### config.mk
export PLATFORM = sky130hd
export DESIGN_NAME = halt_ctrl
export DESIGN_NICKNAME = d
export VERILOG_FILES = /design/src/rtl/halt_ctrl_pkg.sv /design/src/rtl/halt_depth_dec.sv /design/src/rtl/boot_delay_ctr.sv /design/src/rtl/halt_fsm.sv /design/src/rtl/clk_en_map.sv /design/src/rtl/halt_ctrl.sv
export SDC_FILE = /design/constraint.sdc
export NUM_CORES = 1
export LEC_CHECK = 0
export ABC_AREA = 1
export BUFFER_PORTS_ARGS = -buffer_cell sky130_fd_sc_hd__buf_2
export CAP_MARGIN = 20
export CORE_MARGIN = 2
export CORE_UTILIZATION = 55
export CTS_CLUSTER_DIAMETER = 50
export DETAILED_ROUTE_END_ITERATION = 10
export PLACE_DENSITY = 0.9
export RECOVER_POWER = 25
export SLEW_MARGIN = 20
export SYNTH_ARGS = -nofsm -noshare
export SYNTH_HDL_FRONTEND = slang
export SYNTH_SLANG_ARGS = --single-unit
### constraint.sdc
create_clock -name clk -period 2 [get_ports clk]
set_input_delay 0.3 -clock clk [delete_from_list [all_inputs] [get_ports clk]]
set_output_delay 0.3 -clock clk [all_outputs]
set_load 0.005 [all_outputs]
### src/rtl/halt_ctrl_pkg.sv
// Shared types for the halt sequencer: one-hot power states and wake codes.
package halt_ctrl_pkg;
    typedef enum logic [3:0] {
        PS_RUN   = 4'b0001,
        PS_HALT  = 4'b0010,
        PS_AHALT = 4'b0100,
        PS_BOOT  = 4'b1000
    } pstate_t;

    localparam logic [1:0] WV_EXT = 2'd0;
    localparam logic [1:0] WV_LT  = 2'd1;
    localparam logic [1:0] WV_AT  = 2'd2;
endpackage

### src/rtl/halt_depth_dec.sv
// Decides the halt depth from the timer configuration and reports whether
// the matching wake source is already pending. Purely combinational;
// assumes inputs are stable around the halt strobe.
module halt_depth_dec
    import halt_ctrl_pkg::*;
#(
    parameter logic [1:0] QUAL_SEL = 2'b01
) (
    input  logic       tb_ie,
    input  logic       ovf_ie,
    input  logic [1:0] clk_sel,
    input  logic       lt_irq,
    input  logic       at_irq,
    input  logic       ext_irq,
    output logic       active_sel,
    output logic       lite_sel,
    output logic       pend_wake,
    output logic [1:0] pend_vec
);
    // Depth choice and pending-wake detection.
    always_comb begin
        active_sel = tb_ie || (ovf_ie && (clk_sel == QUAL_SEL));
        lite_sel   = tb_ie;
        if (active_sel) begin
            pend_wake = lite_sel ? lt_irq : at_irq;
            pend_vec  = lite_sel ? WV_LT : WV_AT;
        end else begin
            pend_wake = ext_irq;
            pend_vec  = WV_EXT;
        end
    end
endmodule

### src/rtl/boot_delay_ctr.sv
// Down-counter timing the start-up delay after a reset wake. Loaded with
// the selected length minus one; counts only while the sequencer is in the
// start-up state; done when it reaches zero.
module boot_delay_ctr #(
    parameter int SHORT_CYC = 256,
    parameter int LONG_CYC  = 512,
    localparam int CNT_W    = $clog2(LONG_CYC) + 1
) (
    input  logic clk,
    input  logic rst_n,
    input  logic load,
    input  logic long_sel,
    input  logic in_boot,
    output logic done
);
    localparam logic [CNT_W-1:0] LD_SHORT = CNT_W'(SHORT_CYC - 1);
    localparam logic [CNT_W-1:0] LD_LONG  = CNT_W'(LONG_CYC - 1);

    logic [CNT_W-1:0] cnt;

    // Load on a reset wake, otherwise count down inside the start-up state.
    always_ff @(posedge clk) begin
        if (!rst_n) begin
            cnt <= '0;
        end else if (load) begin
            cnt <= long_sel ? LD_LONG : LD_SHORT;
        end else if (in_boot && (cnt != '0)) begin
            cnt <= cnt - 1'b1;
        end
    end

    assign done = (cnt == '0);

    assert_cnt_bound_R8: assert property (@(posedge clk) disable iff (!rst_n)
        cnt <= LD_LONG);
    assert_cnt_step_R8: assert property (@(posedge clk) disable iff (!rst_n)
        (!load && in_boot && cnt != '0) |=> (cnt == $past(cnt) - 1'b1));
endmodule

### src/rtl/halt_fsm.sv
// Power-state machine: accepts the halt strobe, handles the watchdog
// option, filters wake sources by depth and issues the exit pulses.
// Assumes rst_wake and interrupts are synchronous to clk.
module halt_fsm
    import halt_ctrl_pkg::*;
(
    input  logic       clk,
    input  logic       rst_n,
    input  logic       halt_strobe,
    input  logic       wdg_active,
    input  logic       wdg_halt_rst,
    input  logic       lt_irq,
    input  logic       at_irq,
    input  logic       ext_irq,
    input  logic       rst_wake,
    input  logic       active_sel,
    input  logic       lite_sel,
    input  logic       pend_wake,
    input  logic [1:0] pend_vec,
    input  logic       boot_done,
    output pstate_t    state,
    output logic       lite_q,
    output logic       imask_clr,
    output logic       irq_resume,
    output logic [1:0] wake_vec,
    output logic       rst_fetch,
    output logic       wdg_rst_req
);
    // Next state and registered one-cycle pulses.
    always_ff @(posedge clk) begin
        if (!rst_n) begin
            state       <= PS_RUN;
            lite_q      <= 1'b1;
            imask_clr   <= 1'b0;
            irq_resume  <= 1'b0;
            wake_vec    <= WV_EXT;
            rst_fetch   <= 1'b0;
            wdg_rst_req <= 1'b0;
        end else begin
            imask_clr   <= 1'b0;
            irq_resume  <= 1'b0;
            wake_vec    <= WV_EXT;
            rst_fetch   <= 1'b0;
            wdg_rst_req <= 1'b0;
            if (rst_wake) begin
                state <= PS_BOOT;
            end else begin
                unique case (state)
                    PS_RUN: begin
                        if (halt_strobe) begin
                            if (wdg_active && wdg_halt_rst) begin
                                wdg_rst_req <= 1'b1;
                            end else begin
                                imask_clr <= 1'b1;
                                if (pend_wake) begin
                                    irq_resume <= 1'b1;
                                    wake_vec   <= pend_vec;
                                end else begin
                                    state  <= active_sel ? PS_AHALT : PS_HALT;
                                    lite_q <= lite_sel;
                                end
                            end
                        end
                    end
                    PS_HALT: begin
                        if (ext_irq) begin
                            state      <= PS_RUN;
                            irq_resume <= 1'b1;
                            wake_vec   <= WV_EXT;
                        end
                    end
                    PS_AHALT: begin
                        if (lite_q ? lt_irq : at_irq) begin
                            state      <= PS_RUN;
                            irq_resume <= 1'b1;
                            wake_vec   <= lite_q ? WV_LT : WV_AT;
                        end
                    end
                    PS_BOOT: begin
                        if (boot_done) begin
                            state     <= PS_RUN;
                            rst_fetch <= 1'b1;
                        end
                    end
                    default: state <= PS_RUN;
                endcase
            end
        end
    end

    assert_onehot_R11: assert property (@(posedge clk) disable iff (!rst_n)
        $countones(state) == 1);
    assert_entry_mask_R2: assert property (@(posedge clk) disable iff (!rst_n)
        ($past(state) == PS_RUN && (state == PS_HALT || state == PS_AHALT)) |-> imask_clr);
    assert_resume_run_R6: assert property (@(posedge clk) disable iff (!rst_n)
        irq_resume |-> (state == PS_RUN));
    assert_fetch_exit_R8: assert property (@(posedge clk) disable iff (!rst_n)
        rst_fetch |-> (state == PS_RUN && $past(state) == PS_BOOT));
    assert_wdg_no_halt_R10: assert property (@(posedge clk) disable iff (!rst_n)
        wdg_rst_req |-> (state == PS_RUN && !imask_clr));
    assert_rst_priority_R9: assert property (@(posedge clk) disable iff (!rst_n)
        rst_wake |=> (state == PS_BOOT));
endmodule

### src/rtl/clk_en_map.sv
// Maps the power state to the clock enables. Timer enables are generated
// per timer: index 0 is the lite timer, index 1 the auto-reload timer.
module clk_en_map
    import halt_ctrl_pkg::*;
#(
    parameter int N_TMR = 2
) (
    input  pstate_t          state,
    input  logic             lite_q,
    output logic             osc_en,
    output logic             cpu_clk_en,
    output logic             periph_clk_en,
    output logic [N_TMR-1:0] tmr_clk_en
);
    // Core and oscillator enables per state.
    always_comb begin
        osc_en        = (state != PS_HALT);
        cpu_clk_en    = (state == PS_RUN);
        periph_clk_en = (state == PS_RUN);
    end

    for (genvar i = 0; i < N_TMR; i++) begin : g_tmr
        logic chosen;
        // Timer i keeps its clock in active halt only if it is the wake timer.
        always_comb begin
            chosen        = (i == 0) ? lite_q : !lite_q;
            tmr_clk_en[i] = (state == PS_RUN) || ((state == PS_AHALT) && chosen);
        end
    end
endmodule

### src/rtl/halt_ctrl.sv
// Top of the halt sequencer: depth decoder, state machine, start-up delay
// counter and clock-enable map. All outputs come from registers.
module halt_ctrl
    import halt_ctrl_pkg::*;
#(
    parameter int         SHORT_CYC = 256,
    parameter int         LONG_CYC  = 512,
    parameter logic [1:0] QUAL_SEL  = 2'b01
) (
    input  logic       clk,
    input  logic       rst_n,
    input  logic       halt_strobe,
    input  logic       lt_tb_ie,
    input  logic       at_ovf_ie,
    input  logic [1:0] at_clk_sel,
    input  logic       wdg_active,
    input  logic       wdg_halt_rst,
    input  logic       lt_irq,
    input  logic       at_irq,
    input  logic       ext_irq,
    input  logic       rst_wake,
    input  logic       boot_long,
    output logic       osc_en,
    output logic       cpu_clk_en,
    output logic       periph_clk_en,
    output logic       lt_clk_en,
    output logic       at_clk_en,
    output logic       imask_clr,
    output logic       irq_resume,
    output logic [1:0] wake_vec,
    output logic       rst_fetch,
    output logic       wdg_rst_req,
    output logic [3:0] pstate
);
    logic       active_sel, lite_sel, pend_wake, boot_done, lite_q;
    logic [1:0] pend_vec;
    logic [1:0] tmr_en;
    pstate_t    state;

    halt_depth_dec #(.QUAL_SEL(QUAL_SEL)) u_dec (
        .tb_ie(lt_tb_ie), .ovf_ie(at_ovf_ie), .clk_sel(at_clk_sel),
        .lt_irq(lt_irq), .at_irq(at_irq), .ext_irq(ext_irq),
        .active_sel(active_sel), .lite_sel(lite_sel),
        .pend_wake(pend_wake), .pend_vec(pend_vec)
    );

    halt_fsm u_fsm (
        .clk(clk), .rst_n(rst_n), .halt_strobe(halt_strobe),
        .wdg_active(wdg_active), .wdg_halt_rst(wdg_halt_rst),
        .lt_irq(lt_irq), .at_irq(at_irq), .ext_irq(ext_irq),
        .rst_wake(rst_wake), .active_sel(active_sel), .lite_sel(lite_sel),
        .pend_wake(pend_wake), .pend_vec(pend_vec), .boot_done(boot_done),
        .state(state), .lite_q(lite_q), .imask_clr(imask_clr),
        .irq_resume(irq_resume), .wake_vec(wake_vec),
        .rst_fetch(rst_fetch), .wdg_rst_req(wdg_rst_req)
    );

    boot_delay_ctr #(.SHORT_CYC(SHORT_CYC), .LONG_CYC(LONG_CYC)) u_ctr (
        .clk(clk), .rst_n(rst_n), .load(rst_wake), .long_sel(boot_long),
        .in_boot(state == PS_BOOT), .done(boot_done)
    );

    clk_en_map #(.N_TMR(2)) u_cen (
        .state(state), .lite_q(lite_q), .osc_en(osc_en),
        .cpu_clk_en(cpu_clk_en), .periph_clk_en(periph_clk_en),
        .tmr_clk_en(tmr_en)
    );

    assign lt_clk_en = tmr_en[0];
    assign at_clk_en = tmr_en[1];
    assign pstate    = state;
endmodule

# == Yosys cells after proc, flatten, opt, wreduce, memory -nomap -nowiden ==
# Cells that the tools add are included.
# totals
regBits,21
in_bits,14
output_inout_bits,15
elab_cells,85
# op_classes
addsub,1
eq_ne,18
mux,32
bitwise_logic,7
reduce_logical,18
# ops
cell,n
$mux W4,7
$mux W10,2
$ne A3 B3 Y1 const B,6
$pmux W4 S4,1
$mux W2,7
$ne A2 B2 Y1 const B,6
$reduce_and A6 Y1,2
$mux W1,11
$logic_not A10 Y1,1
$reduce_bool A10 Y1,1
$sub A10 B1 Y10 const B,1
$mux W9,1
$not A1 Y1,7
$logic_and A1 B1 Y1,5
$reduce_and A5 Y1,1
$eq A4 B1 Y1 const B,1
$eq A4 B2 Y1 const B,1
$eq A4 B3 Y1 const B,1
$eq A4 B4 Y1 const B,1
$ne A4 B2 Y1 const B,1
$pmux W2 S2,1
$reduce_or A4 Y1,1
$logic_or A1 B1 Y1,3
$mux W3,1
other kinds (6),6

# == Depth between registers and ports, before layout ==
# Gate-level depths: netlist of run 1.
# logic_depth
ltp_word,9
mapped_depth,10
ltp_nobuf,10

# == Modules after synthesis ==
# From an unflattened synthesis of run 1, not the netlist that was laid out.
# unflattened
cells_unflattened,218
hier_area_um2,1362.6
# modules_own_cells
mod,n_inst,cells_per_inst,area_per_inst_um2,seq_area_each_um2
boot_delay_ctr,1,103,651.9,200.2
halt_fsm,1,81,561.8,220.2
clk_en_map,1,15,66.3,0.0
halt_depth_dec,1,13,60.1,0.0
halt_ctrl,1,6,22.5,0.0

# == Worst setup path before layout of run 1 ==
# OpenSTA, ideal clock, no wires.
# synth_path
path_type,reg-to-reg
startpoint,register u_ctr.cnt[0]
endpoint,register u_fsm.state[1]
arrival_time_ns,1.203
required_ns,1.885
slack_ns,0.682
path_stages_with_launch,9
n_path_buf,0
period_less_slack_ns,1.318
cell_sequence,dfxtp_1 > inv_1 > ha_1 > nand3_2 > nor2_1 > nor2_1 > nor2_2 > a21oi_1 > nor2_1
# synth_via
elab_chain_cells,3
# synth_lines
item,line_no,source
"start, declared",boot_delay_ctr.sv:19,logic [CNT_W-1:0] cnt;
"start signal, assigned",boot_delay_ctr.sv:26,cnt <= long_sel ? LD_LONG : LD_SHORT;
"start signal, assigned",boot_delay_ctr.sv:28,cnt <= cnt - 1'b1;
$logic_not A10 Y1,boot_delay_ctr.sv:32,assign done = (cnt == '0);
$ne A2 B2 Y1 (no line),-,
$reduce_and A6 Y1 (no line),-,
"end signal, assigned",halt_fsm.sv:59,state <= active_sel ? PS_AHALT : PS_HALT;
"end, declared",halt_fsm.sv:21,"output pstate_t state,"
# Every way passes these cells.
# A chain may end at the register's enable or synchronous reset.

# == Worst setup path in the final report of run 1 ==
# layout_path
startpoint,register u_fsm.state[1]
endpoint,output port lt_clk_en
# layout_via
elab_chain_cells,3
word_cells_on_any_way,4
# layout_lines
item,line_no,source
$eq A4 B3 Y1,clk_en_map.sv:27,tmr_clk_en[i] = (state == PS_RUN) || ((state == PS_AHALT) && chosen);
$logic_and A1 B1 Y1,clk_en_map.sv:27,
$logic_or A1 B1 Y1 (*),clk_en_map.sv:27,
"end, declared",halt_ctrl.sv:26,"output logic lt_clk_en,"
# Mark *: on every way between the ends. The rest lies on a longest branch, timed or not.

==> results by stage, run 1 <==
Power:
- Of the total power, registers draw 0.492.
- Internal power comes to 0.631 mW.
- For this design the static power due to leakage is 0.710 nW.
- The analysis attributes to net switching a power of 0.335 mW.
- For this design the ratio of total power to cell area is 680 nW/µm².
- The worst-case IR drop observed on VDD is 0.426 mV.
- The share of total power dissipated in combinational logic is 0.292.
- The design draws 0.966 mW.
- The clock network fraction of design power is 0.216.
- The switching portion of total power is 0.347.

Place:
- At the placement stage, the worst setup path has a slack of 0.462 ns.
- The detailed placer's ending HPWL is 2100 µm.
- Summing all placed instances gives a cell area of 1400 µm².
- The number of buffers inserted by port buffering is 28.
- The routability congestion estimate is 0.864.

Floorplanning:
- The total area inside the core boundary comes to 2170 µm².
- The die covers 2640 µm².
- The starting density of the core is 0.569.
- The overall die width is 51.4 µm.
- The die span in y is 51.4 µm.
- The top-level port count is 29.
- Row generation in the floorplan step produced 17 rows.

Global routing:
- The via count of the first global-routing pass is 1089.
- Global routing finished with a remaining overflow of 0.
- The initial antenna violation count is 0.
- The global router's overall resource usage is 0.221.
- The first global-routing pass estimated 4490 µm of wire.
- Entering global routing, the biggest net connects 13 pins.

Setup path:
- The required time reported for the critical path endpoint is 1.70 ns.
- The critical path contains buffers and inverters numbering 3 combined.
- The highest net fanout along the worst path is 6.
- The critical setup path kind is flop to output port.
- The cell family contributing the most delay on the critical path is flip-flops.
- The worst setup path is captured at an output port.
- STA classifies the critical path startpoint as a flop.
- The critical path goes through nor2_1 -> inv_1 -> nor2_1 -> inv_1 -> o21ai_0 -> buf_2.
- Data on the critical path arrives at its endpoint at 1.50 ns.
- The largest single stage delay on the critical path is 0.38 ns.
- The highest-delay cell along the critical path is sky130_fd_sc_hd__dfxtp_1.

Yosys:
- The post-synthesis cell count is 188.
- The number of synthesis warnings is 0.
- The synthesized area per cell is 6.57 µm².
- The number of nets in the synthesized netlist is 204.
- The mapped netlist covers 1230 µm².
- The portion of the post-synthesis area used by sequential elements is 0.340.
- The distinct cell type count after synthesis is 24.
- The number of synthesized register bits is 21.

CTS:
- The hold buffer count at cts is 0.
- CTS built an H-tree with a depth of 1.
- The root buffer cell chosen for the clock tree is sky130_fd_sc_hd__clkbuf_4.
- Counting the buffers created by CTS gives 3.
- The clock network latency to the later pin of the worst-skew pair is 0.31 ns.
- No sink is reached through more buffers than the 2 on the longest clock path.
- The TritonCTS clock tree is done.
- The clock edge transition at the registers on the reported setup and hold paths is 0.12 ns.
- The post-CTS setup repair buffer count is 0.
- The number of clock sinks is 21.
- The number of gates resized after CTS is 0.

Timing:
- Clock skew on the completed layout was measured at 0.00342 ns.
- The final count of hold timing violations is 0.
- Final hold analysis gives a worst-case slack of 0.220 ns.
- For the final routed database, the setup TNS stands at 0 ns.
- The relative slew slack is 0.733.
- The slew of the pin with the lowest slew margin is 0.400 ns.
- The post-layout minimum cycle time is 1.80 ns.
- Dividing the final minimum period by the clock period gives 0.899.
- Derived from the worst setup path, the maximum achievable clock frequency is 556 MHz.
- Setup violations remaining at the end of the flow were counted as 0.
- The setup slack after layout is 0.202 ns.
- The count of final max-slew check failures came to 0.
- Setup repair after global routing left no endpoint under its margin.

Drt:
- The per-cell routed wire length is 10.8 µm.
- The total number of vias is 1276.
- The remaining number of nets flagged by the antenna check after routing is 0.
- The pre-antenna-repair detailed-routing pass consisted of 4 iterations.
- Using the TritonRoute via totals, the vias-per-cell ratio works out to 5.19.
- The number of DRC violations after detailed routing is 0.
- The starting DRC count in detailed routing is 66.
- The total wire length after detailed routing is 2660 µm.

Run status:
- The flow ran to the end, and the final reports show no timing, DRC or antenna violations.

Min path:
- In this run the worst hold path is classified as input port to flop.

Job:
- Across the run, the number of max-cap violations was 0.

Cells and area:
- After the last flow step, the layout net total stands at 235.
- The area growth from synthesis to layout is 15.0%.
- Of the cells placed in the final design, the portion with a size suffix greater than 1 is 0.220.
- The antenna diode count is 0.
- The area of all placed cells without fillers is 1420 µm².
- After filler insertion, the fill cell instance count of the layout stands at 207.
## per-stage QoR
| step | std cells | utilization |
|---|---|---|
| 2_1_floorplan | 188 | - |
| 3_3_place_gp | 242 | 0.645 |
| 3_5_place_dp | 242 | 0.645 |
| 4_1_cts | 246 | 0.657 |
| 5_1_grt | 246 | 0.655 |
| 6_report | 246 | 0.655 |
## cells by family (layout without fill, tap and decap cells)
kind of cell               count (synthesis)  in the layout  synth area share
and+or+nand+nor                          109            109             0.414
xor gates and xnor gates                   3              3            0.0213
DFF                                       21             21             0.340
AOI/OAI and AO/OA                         24             24             0.108
adders and majority gates                  2              2            0.0203
buffers and inverters                     29             59            0.0952
## area by class of cell
cell class | count | area (µm²) | area share
tap | 28 | 35.0 | 0.0247
sequential | 21 | 420 | 0.296
clock buffer | 3 | 22.5 | 0.0159
clock inverter | 1 | 5.00 | 0.00352
multi-input combinational | 138 | 692 | 0.487
inverter | 27 | 106 | 0.0749
timing repair buffer | 28 | 139 | 0.0978
## layer usage
| layer | vias up | wire, µm | track usage |
|---|---|---|---|
| met2 | 46 | 1220 | 0.344 |
| li1 | 666 | - | - |
| met5 | - | 0 | 0 |
| met4 | 0 | 42 | 0.0877 |
| met1 | 559 | 1230 | 0.305 |
| met3 | 5 | 179 | 0.0351 |
## cells in the final DEF, fill, tap and decap left out
| master | netlist | routed |
|---|---|---|
| sky130_fd_sc_hd__nor3_1 | 1 | 1 |
| sky130_fd_sc_hd__buf_2 | 0 | 27 |
| sky130_fd_sc_hd__o21bai_4 | 1 | 1 |
| sky130_fd_sc_hd__nor4_1 | 2 | 2 |
| sky130_fd_sc_hd__inv_6 | 1 | 1 |
| sky130_fd_sc_hd__a21oi_1 | 13 | 13 |
| sky130_fd_sc_hd__inv_1 | 22 | 23 |
| sky130_fd_sc_hd__clkbuf_4 | 0 | 3 |
| sky130_fd_sc_hd__ha_1 | 2 | 2 |
| sky130_fd_sc_hd__clkbuf_1 | 1 | 1 |
| sky130_fd_sc_hd__nand4_1 | 4 | 4 |
| sky130_fd_sc_hd__nor2_2 | 5 | 5 |
| sky130_fd_sc_hd__inv_2 | 4 | 3 |
| sky130_fd_sc_hd__dfxtp_1 | 21 | 21 |
| sky130_fd_sc_hd__clkinv_2 | 0 | 1 |
| sky130_fd_sc_hd__nand3_1 | 21 | 22 |
| sky130_fd_sc_hd__nand3_2 | 3 | 2 |
| sky130_fd_sc_hd__nand3b_1 | 1 | 1 |
| sky130_fd_sc_hd__or2_2 | 1 | 1 |
| sky130_fd_sc_hd__nand2_1 | 39 | 39 |
| sky130_fd_sc_hd__xnor2_1 | 3 | 3 |
| sky130_fd_sc_hd__nand2_2 | 3 | 3 |
| sky130_fd_sc_hd__o21ai_0 | 10 | 10 |
| sky130_fd_sc_hd__and2_1 | 3 | 3 |
| sky130_fd_sc_hd__nor2_1 | 25 | 25 |
| sky130_fd_sc_hd__nand2_4 | 1 | 1 |
## flip-flops by register name, indices dropped and copies added (netlist names)
| register | count |
|---|---|
| u_ctr.cnt | 10 |
| u_fsm.state | 4 |
| u_fsm.wake_vec | 2 |
| u_fsm.imask_clr | 1 |
| u_fsm.irq_resume | 1 |
| u_fsm.lite_q | 1 |
| u_fsm.rst_fetch | 1 |
| u_fsm.wdg_rst_req | 1 |
## cells in the mapped netlist (all sizes together)
cell	n	share of area
a21oi	13	0.053
and2	3	0.015
buf	1	0.0061
clkbuf	1	0.0030
dfxtp	21	0.34
ha	2	0.020
inv	27	0.086
nand2	43	0.14
nand3	24	0.11
nand3b	1	0.0061
nand4	4	0.020
nor2	30	0.10
nor3	1	0.0040
nor4	2	0.010
o21ai	10	0.041
o21bai	1	0.015
or2	1	0.0051
xnor2	3	0.021
## worst paths after layout
kind	cells after the start	slack, ns	endpoint	from
setup / recovery	6	0.20	lt_clk_en	u_fsm.state[1]
hold / removal	2	0.22	u_fsm.lite_q	rst_n
setup reg to reg	8	0.43	u_fsm.state[1]	u_ctr.cnt[0]
hold reg to reg	2	0.51	u_fsm.lite_q	u_fsm.lite_q
## power groups by stage
stage                     clock [mW]  combinational [mW]  sequential (mW)
after global routing           0.229               0.322            0.479
after CTS                      0.211               0.283            0.476
after global placement             0               0.278            0.485
after detailed placement           0               0.281            0.485
final                          0.209               0.282            0.476
after floorplan                    0               0.210            0.480
(Power assumes the default switching activity.)
==> inputs of run 2 (changes only) <==
--- a/config.mk
+++ b/config.mk
@@ -9,10 +9,10 @@
 export BUFFER_PORTS_ARGS = -buffer_cell sky130_fd_sc_hd__buf_2
 export CAP_MARGIN = 20
 export CORE_MARGIN = 2
-export CORE_UTILIZATION = 55
+export CORE_UTILIZATION = 47
 export CTS_CLUSTER_DIAMETER = 50
 export DETAILED_ROUTE_END_ITERATION = 10
-export PLACE_DENSITY = 0.9
+export PLACE_DENSITY = 0.83
 export RECOVER_POWER = 25
 export SLEW_MARGIN = 20
 export SYNTH_ARGS = -nofsm -noshare
==> constraint.sdc (replaced) <==
create_clock -name clk -period 1.45 [get_ports clk]
set_input_delay 0.2175 -clock clk [delete_from_list [all_inputs] [get_ports clk]]
set_output_delay 0.2175 -clock clk [all_outputs]
set_load 0.005 [all_outputs]
==> results by stage, run 2 (synthesized netlist as in run 1, its figures left out) <==
Run status:
- Result of the run: finished with violations (was completed).
- The checks that failed: setup timing.

Min path:
- The number of cells on the worst hold path is 2 (unchanged).
- The kind of path behind the tightest hold check is input port to flop (unchanged).
- The hold-critical path endpoint is u_fsm.lite_q (unchanged).
- The origin of the worst min-delay path is rst_n (unchanged).

Setup path:
- The arrival time of data at the critical path endpoint is 1.27 ns (was 1.50 ns).
- The kind of cell with the highest combined delay on the critical path is flip-flops (unchanged).
- The highest net fanout along the worst path is 3 (was 6).
- In this design, the critical path's most frequently occurring cell is sky130_fd_sc_hd__inv_2.
- Cell-by-cell listing of the critical path: inv_2 -> nand2_2 -> nor2_4 -> inv_2 -> o21ai_2 -> buf_2 (was nor2_1 -> inv_1 -> nor2_1 -> inv_1 -> o21ai_0 -> buf_2).
- The launching element type of the critical path is a flop (unchanged).
- The worst reg2reg path depth is 8 (unchanged).
- The critical setup path kind is flop to output port (unchanged).
- The capturing point of the worst reg2reg path is u_ctr.cnt[9] (was u_fsm.state[1]).
- The setup slack of the worst register-to-register path is 0 ns (was 0.43 ns).
- The longest individual stage delay on the worst path is 0.39 ns (was 0.38 ns).
- The critical path buffer and inverter count is 3 (unchanged).
- The required time reported for the critical path endpoint is 1.23 ns (was 1.70 ns).
- The highest-delay cell along the critical path is sky130_fd_sc_hd__dfxtp_4 (was sky130_fd_sc_hd__dfxtp_1).
- The worst reg2reg path startpoint is u_ctr.cnt[0] (unchanged).
- The type of destination of the critical path is an output port (unchanged).

Floorplanning:
- The area enclosed by the die boundary came to 3050 µm² (was 2640 µm²).
- The top-level port count is 29 (unchanged).
- The standard-cell row count is 18 (was 17).
- The overall die width is 55.3 µm (was 51.4 µm).
- The die span in y is 55.3 µm (was 51.4 µm).
- The floorplan core area was 2480 µm² (was 2170 µm²).
- The starting density of the core is 0.498 (was 0.569).

CTS:
- The TritonCTS clock tree is done (unchanged).
- The total clock buffers created by CTS came to 3 (unchanged).
- The buffer depth of the longest clock path is 2 (unchanged).
- The H-tree depth was 1 (unchanged).
- The clock root buffer is sky130_fd_sc_hd__clkbuf_4 (unchanged).
- The clock network latency to the later pin of the worst-skew pair came to 0.32 ns (was 0.31 ns).
- The number of clock sinks was 21 (unchanged).
- The clock edge transition at the registers on the reported setup and hold paths came to 0.13 ns (was 0.12 ns).

Timing:
- The count of final setup violators was 3 (was 0).
- The final count of hold timing violations is 0 (unchanged).
- The final hold slack is 0.165 ns (was 0.220 ns).
- The relative slew slack is 0.826 (was 0.733).
- The clock skew is 0.00350 ns (was 0.00342 ns).
- The total negative slack was -0.0612 ns (was 0 ns).
- The setup slack after layout is -0.0370 ns (was 0.202 ns).
- The count of final max-slew check failures is 0 (unchanged).
- Of the available clock period, the critical path in the final layout requires 1.03.
- The slew of the pin with the lowest slew margin is 0.259 ns (was 0.400 ns).
- The smallest clock period supported by the final layout is computed as 1.49 ns.
- RSZ-0062 raised after global routing: yes (was no).
- Derived from the worst setup path, the maximum achievable clock frequency is 673 MHz.

Place:
- The placed instance count was 246 (was 242).
- The routability congestion estimate was 0.905 (was 0.864).
- The detailed placer's ending HPWL was 2200 µm (was 2100 µm).
- The post-placement worst setup slack is -0.0528 ns (was 0.462 ns).
- The number of buffers inserted by port buffering is 28 (unchanged).
- The area of placed instances was 1420 µm² (was 1400 µm²).

Drt:
- The total number of vias was 1471 (was 1276).
- The remaining number of nets flagged by the antenna check after routing is 0 (unchanged).
- The per-cell routed wire length came to 15.4 µm (was 10.8 µm).
- The detailed-route vias per instance was 5.61 (was 5.19).
- The total wire length after detailed routing is 4030 µm (was 2660 µm).
- The first-pass detailed-route iteration total is 5 (was 4).
- The number of DRC violations after detailed routing is 0 (unchanged).
- The starting DRC count in detailed routing is 104 (was 66).

Power:
- The total power per unit cell area is 905 nW/µm² (was 680 nW/µm²).
- The leakage power is 0.789 nW (was 0.710 nW).
- The post-route total power is 1.54 mW (was 0.966 mW).
- The worst-case vdd ir drop is 0.698 mV (was 0.426 mV).

Cells and area:
- The utilization after layout is 0.685 (was 0.655).
- The antenna diode count came to 0 (unchanged).
- The number of nets in the finished design is 249 (was 235).
- The number of non-filler instances in the completed layout is 262 (was 246).
- The most common cell after layout, fill and taps aside was sky130_fd_sc_hd__nand2_1 (unchanged).
- The fraction of layout instances using a drive strength above 1 was 0.409 (was 0.220).
- The area of all placed cells without fillers is 1700 µm² (was 1420 µm²).
- The register containing the most flip-flops in the final layout is u_ctr.cnt (unchanged).
- Largest registers in the final layout: u_ctr.cnt x10, u_fsm.state x4, u_fsm.wake_vec x2 (unchanged).
- Leading cell types in the layout, fill and taps excluded: 36 x sky130_fd_sc_hd__nand2_1, 23 x sky130_fd_sc_hd__buf_2, 20 x sky130_fd_sc_hd__nor2_1, 20 x sky130_fd_sc_hd__nand3_1, 16 x sky130_fd_sc_hd__inv_1 (was 39 x sky130_fd_sc_hd__nand2_1, 27 x sky130_fd_sc_hd__buf_2, 25 x sky130_fd_sc_hd__nor2_1, 23 x sky130_fd_sc_hd__inv_1, 22 x sky130_fd_sc_hd__nand3_1).
- The area added between synthesis and finish is 37.4% (was 15.0%).
- The flip-flop count of the largest register, all copies and words added is 10 (unchanged).

Global routing:
- The global router's overall resource usage is 0.214 (was 0.221).
- The largest net degree at the start of global routing is 13 (unchanged).
- The global-route congestion overflow total was 0 (unchanged).
- The initial antenna violation count was 0 (unchanged).
- The global-route wire length before repair was 5380 µm (was 4490 µm).
- The via count of the first global-routing pass is 1256 (was 1089).

Job:
- The reported max-cap violation count is 0 (unchanged).
## run 2: cell types whose count changed in the layout (fill, tap and decap cells not counted), sizes merged
cell,previous run,this run
nand2,43,44
clkbuf,4,7
inv,27,28
buf,27,36
## run 2: worst max-delay path by stage
stage	slack, ns	cells after the start	start	to
floorplan	0.13	8	u_ctr.cnt[0]	u_fsm.state[1]
CTS	-0.01	4	u_fsm.state[3]	periph_clk_en
detailed placement	-0.05	8	u_ctr.cnt[0]	u_fsm.state[1]
finish	-0.04	6	u_fsm.state[3]	at_clk_en
global placement	0.03	8	u_ctr.cnt[0]	u_fsm.state[1]
global route	-0.1	6	u_fsm.state[3]	at_clk_en
## run 2: cell type report
cell class	instances	area, µm²
clock inverter	1	5.00
tap	30	37.5
clock buffer	3	22.5
timing repair buffer	40	243
sequential	21	442
timing repair inverter	1	6.26
multi-input combinational	139	825
inverter	27	116
fill	196	781
## run 2: routing by layer
metal | wire, µm | part of all wire | GRT usage
met5 | 0 | 0 | 0
met1 | 1510 | 0.37 | 0.289
met2 | 2000 | 0.50 | 0.337
met4 | 128 | 0.032 | 0.0941
met3 | 390 | 0.097 | 0.0351
## run 2: power by group
part | internal [mW] | switching, mW | total [mW]
clock | 0.103 | 0.201 | 0.305
combinational | 0.229 | 0.334 | 0.563
sequential | 0.617 | 0.0512 | 0.668
total | 0.949 | 0.586 | 1.54
## run 2: worst register-to-register path, stage by stage, from the launching register on
cell	delay (ns)
sky130_fd_sc_hd__dfxtp_2	0.36
sky130_fd_sc_hd__inv_4	0.09
sky130_fd_sc_hd__ha_4	0.15
sky130_fd_sc_hd__nand3_4	0.11
sky130_fd_sc_hd__o21bai_4	0.24
sky130_fd_sc_hd__nand2_4	0.13
sky130_fd_sc_hd__inv_6	0.10
sky130_fd_sc_hd__nand2_2	0.05
sky130_fd_sc_hd__a21oi_1	0.16
## run 2: repair_timing
action                     in CTS  in global routing
buffers inserted                6                  4
gates cloned                    0                  2
setup endpoints to repair      10                 21
hold buffers                    0                  0
pin swaps                       3                 10
gates resized for setup        17                 44
==> inputs of run 3 (changes only) <==
--- a/config.mk
+++ b/config.mk
@@ -5,15 +5,16 @@
 export SDC_FILE = /design/constraint.sdc
 export NUM_CORES = 1
 export LEC_CHECK = 0
-export ABC_AREA = 1
+export ABC_AREA = 0
 export BUFFER_PORTS_ARGS = -buffer_cell sky130_fd_sc_hd__buf_2
 export CAP_MARGIN = 20
 export CORE_MARGIN = 2
 export CORE_UTILIZATION = 47
 export CTS_CLUSTER_DIAMETER = 50
 export DETAILED_ROUTE_END_ITERATION = 10
-export PLACE_DENSITY = 0.83
+export PLACE_DENSITY = 0.84
 export RECOVER_POWER = 25
+export SKIP_CTS_REPAIR_TIMING = 1
 export SLEW_MARGIN = 20
 export SYNTH_ARGS = -nofsm -noshare
 export SYNTH_HDL_FRONTEND = slang
==> results by stage, run 3 <==
Cells and area:
- The area added between synthesis and finish came to 56.3% (was 37.4%).
- Largest registers in the final layout: u_ctr.cnt x10, u_fsm.state x4, u_fsm.wake_vec x2 (unchanged).
- The flip-flop count of the largest register, all copies and words added is 10 (unchanged).
- The area of all placed cells without fillers is 1830 µm² (was 1700 µm²).
- The sequential cell area is 427 µm² (was 442 µm²).
- The utilization after layout is 0.761 (was 0.685).
- The most common cell after layout, fill and taps aside is sky130_fd_sc_hd__buf_4 (was sky130_fd_sc_hd__nand2_1).
- The register containing the most flip-flops in the final layout is u_ctr.cnt (unchanged).
- Leading cell types in the layout, fill and taps excluded: 31 x sky130_fd_sc_hd__buf_4, 23 x sky130_fd_sc_hd__buf_2, 16 x sky130_fd_sc_hd__dfxtp_1, 13 x sky130_fd_sc_hd__nor2_1, 10 x sky130_fd_sc_hd__buf_6 (was 36 x sky130_fd_sc_hd__nand2_1, 23 x sky130_fd_sc_hd__buf_2, 20 x sky130_fd_sc_hd__nor2_1, 20 x sky130_fd_sc_hd__nand3_1, 16 x sky130_fd_sc_hd__inv_1).
- The area used by multi-input combinational logic is 846 µm² (was 825 µm²).
- The antenna diode count is 0 (unchanged).
- The number of non-filler instances in the completed layout came to 231 (was 262).
- The count of filler cells inserted in the layout is 156 (was 196).
- The number of nets in the finished design came to 218 (was 249).
- The fraction of layout instances using a drive strength above 1 is 0.512 (was 0.409).

CTS:
- The buffer depth of the longest clock path is 2 (unchanged).
- The number of clock sinks came to 21 (unchanged).
- The clock root buffer is sky130_fd_sc_hd__clkbuf_4 (unchanged).
- The clock network latency to the later pin of the worst-skew pair is 0.32 ns (about the same).
- The total clock buffers created by CTS is 3 (unchanged).
- The clock edge transition at the registers on the reported setup and hold paths is 0.13 ns (about the same).
- The TritonCTS clock tree is done (unchanged).
- The H-tree depth is 1 (unchanged).

Yosys:
- The area share of the leading cell type in the synthesized netlist is 0.358 (was 0.340).
- The most common cell in the netlist is sky130_fd_sc_hd__dfxtp_1 (was sky130_fd_sc_hd__nand2_1).
- The cell accounting for the most synthesized area is sky130_fd_sc_hd__dfxtp_1 (unchanged).
- The most used flip-flop cell after synthesis is sky130_fd_sc_hd__dfxtp_1 (unchanged).
- Synth area leaders: sky130_fd_sc_hd__dfxtp_1 36%, sky130_fd_sc_hd__nor2_1 4.2%, sky130_fd_sc_hd__nor3_1 3.8%, sky130_fd_sc_hd__and3_1 3.2%, sky130_fd_sc_hd__a211oi_1 2.6% (was sky130_fd_sc_hd__dfxtp_1 34%, sky130_fd_sc_hd__nand2_1 12%, sky130_fd_sc_hd__nand3_1 8.5%, sky130_fd_sc_hd__nor2_1 7.6%, sky130_fd_sc_hd__inv_1 6.7%).
- The synthesized area per cell was 8.89 µm² (was 6.57 µm²).
- The async set-reset flop share out of synthesis was 0 (unchanged).
- The number of synthesis warnings is 0 (unchanged).
- The number of synthesized register bits is 21 (unchanged).
- The post-synthesis instance area is 1170 µm² (was 1230 µm²).
- The count of flip-flops with a built-in enable after synthesis came to 0 (unchanged).
- The post-synthesis cell count came to 132 (was 188).
- The distinct cell type count after synthesis was 49 (was 24).
- The synthesized netlist net count is 148 (was 204).
- The portion of the post-synthesis area used by sequential elements is 0.358 (was 0.340).
- Top post-synthesis cells by count: 21 x sky130_fd_sc_hd__dfxtp_1, 13 x sky130_fd_sc_hd__nor2_1, 9 x sky130_fd_sc_hd__nor3_1 (was 39 x sky130_fd_sc_hd__nand2_1, 25 x sky130_fd_sc_hd__nor2_1, 22 x sky130_fd_sc_hd__inv_1).

Global routing:
- The global-route wire length before repair is 5220 µm (was 5380 µm).
- The largest net degree at the start of global routing is 14 (was 13).
- The global router's overall resource usage is 0.244 (was 0.214).
- The via count of the first global-routing pass is 1232 (was 1256).
- The initial antenna violation count is 0 (unchanged).
- The global-route congestion overflow total is 0 (unchanged).

Power:
- The switching portion of total power is 0.310 (was 0.382).
- The cell-internal power is 0.944 mW (was 0.949 mW).
- The power dissipated by switching net loads is 0.425 mW (was 0.586 mW).
- The worst-case vdd ir drop is 0.645 mV (was 0.698 mV).
- The proportion of power drawn by combinational gates is 0.319 (was 0.367).
- The clock network fraction of design power is 0.220 (was 0.198).
- The proportion of power drawn by flip-flops and latches came to 0.462 (was 0.435).
- The total power per unit cell area was 746 nW/µm² (was 905 nW/µm²).
- The post-route total power is 1.37 mW (was 1.54 mW).
- The leakage power came to 0.799 nW (was 0.789 nW).

Setup path:
- The most used cell along the critical path was sky130_fd_sc_hd__buf_6 (was sky130_fd_sc_hd__inv_2).
- The highest-delay cell along the critical path is sky130_fd_sc_hd__dfxtp_2 (was sky130_fd_sc_hd__dfxtp_4).
- The longest individual stage delay on the worst path is 0.35 ns (was 0.39 ns).
- The critical setup path kind was flop to output port (unchanged).
- The critical path buffer and inverter count came to 3 (unchanged).
- The required time reported for the critical path endpoint is 1.23 ns (about the same).
- The highest net fanout along the worst path is 7 (was 3).
- Cell-by-cell listing of the critical path: buf_6 -> nor4b_4 -> buf_6 -> o21bai_1 -> buf_2 (was inv_2 -> nand2_2 -> nor2_4 -> inv_2 -> o21ai_2 -> buf_2).
- The arrival time of data at the critical path endpoint is 1.55 ns (was 1.27 ns).
- The launching element type of the critical path is a flop (unchanged).
- The kind of cell with the highest combined delay on the critical path is buffers and inverters (was flip-flops).
- The type of destination of the critical path is an output port (unchanged).

Min path:
- The kind of path behind the tightest hold check is input port to flop (unchanged).

Timing:
- The final count of hold timing violations is 0 (unchanged).
- The share of the clock period used by the worst path after layout is 1.22 (was 1.03).
- The achievable clock frequency is 566 MHz (was 673 MHz).
- The clock skew came to 0.0130 ns (was 0.00350 ns).
- RSZ-0062 raised after global routing: yes (unchanged).
- The count of final setup violators is 21 (was 3).
- The slew of the pin with the lowest slew margin is 0.373 ns (was 0.259 ns).
- The count of final max-slew check failures was 0 (unchanged).
- The relative slew slack is 0.750 (was 0.826).
- The setup slack after layout is -0.317 ns (was -0.0370 ns).
- The post-layout minimum cycle time came to 1.77 ns (was 1.49 ns).

Run status:
- Failing checks: setup timing (unchanged).
- Result of the run: finished with violations (unchanged).

Place:
- The placed instance count is 220 (was 246).
- The routability congestion estimate is 0.892 (was 0.905).
- The number of buffers inserted by port buffering came to 28 (unchanged).
- The area of placed instances is 1610 µm² (was 1420 µm²).
- The detailed placer's ending HPWL is 2560 µm (was 2200 µm).

Drt:
- The total wire length after detailed routing was 3670 µm (was 4030 µm).
- The per-cell routed wire length was 15.9 µm (was 15.4 µm).
- The number of DRC violations after detailed routing is 0 (unchanged).
- The total number of vias came to 1315 (was 1471).
- The detailed-route vias per instance is 5.69 (was 5.61).
- The first-pass detailed-route iteration total is 7 (was 5).
- The starting DRC count in detailed routing was 20 (was 104).
- The remaining number of nets flagged by the antenna check after routing is 0 (unchanged).

Floorplanning:
- The floorplan core area is 2410 µm² (was 2480 µm²).
- The top-level port count was 29 (unchanged).
- The starting density of the core is 0.487 (was 0.498).
- The area enclosed by the die boundary is 2910 µm² (was 3050 µm²).
- The die span in y came to 54.0 µm (was 55.3 µm).
- The standard-cell row count is 18 (unchanged).
- The overall die width is 54.0 µm (was 55.3 µm).

Job:
- The reported max-cap violation count is 0 (unchanged).
==> run 3: path summary, 6_finish.rpt <==
path	startpoint	end	slack [ns]	depth (start not counted)
max	u_fsm.state[1]	at_clk_en	-0.32	5
min	ext_irq	u_fsm.state[1]	0.13	2
max reg2reg	u_fsm.state[1]	u_ctr.cnt[1]	-0.27	5
min reg2reg	u_ctr.cnt[3]	u_ctr.cnt[3]	0.58	2
==> run 3: area by class of cell <==
cell class              count  area share
well taps                  30      0.0205
repair buffers             67       0.257
multi-input cells         102       0.461
clock buffers               4      0.0143
inverters                   7      0.0143
flip-flops and latches     21       0.233
==> run 3: metal layers <==
| layer | up-vias | routed length, µm | track usage |
|---|---|---|---|
| li1 | 648 | - | - |
| met1 | 616 | 1460 | 0.264 |
| met2 | 49 | 1910 | 0.472 |
| met3 | 2 | 268 | 0.0750 |
| met4 | 0 | 27 | 0.0333 |
| met5 | - | 0 | 0 |
==> run 3: logic make-up after synthesis <==
group           synth area share
compound gates             0.217
xor+xnor                 0.00746
fa+ha+maj                 0.0213
buf+inv                   0.0320
flops                      0.358
mux                       0.0277
simple gates               0.336
==> run 3: through the flow <==
step	setup TNS, ns	hold WS [ns]	setup WS [ns]
2_1_floorplan	-1.56	0.289	-0.280
3_3_place_gp	-2.05	0.457	-0.158
3_5_place_dp	-3.19	0.464	-0.246
4_1_cts	-5.69	0.117	-0.453
5_1_grt	-5.69	0.118	-0.386
6_report	-4.35	0.128	-0.317
==> run 3: power groups by stage <==
stage,Sequential (mW),Combinational (mW),Clock [mW]
after global placement,0.642,0.334,0
after global routing,0.636,0.473,0.327
after detailed placement,0.643,0.349,0
final,0.632,0.436,0.301
after floorplan,0.654,0.166,0
after CTS,0.630,0.351,0.304
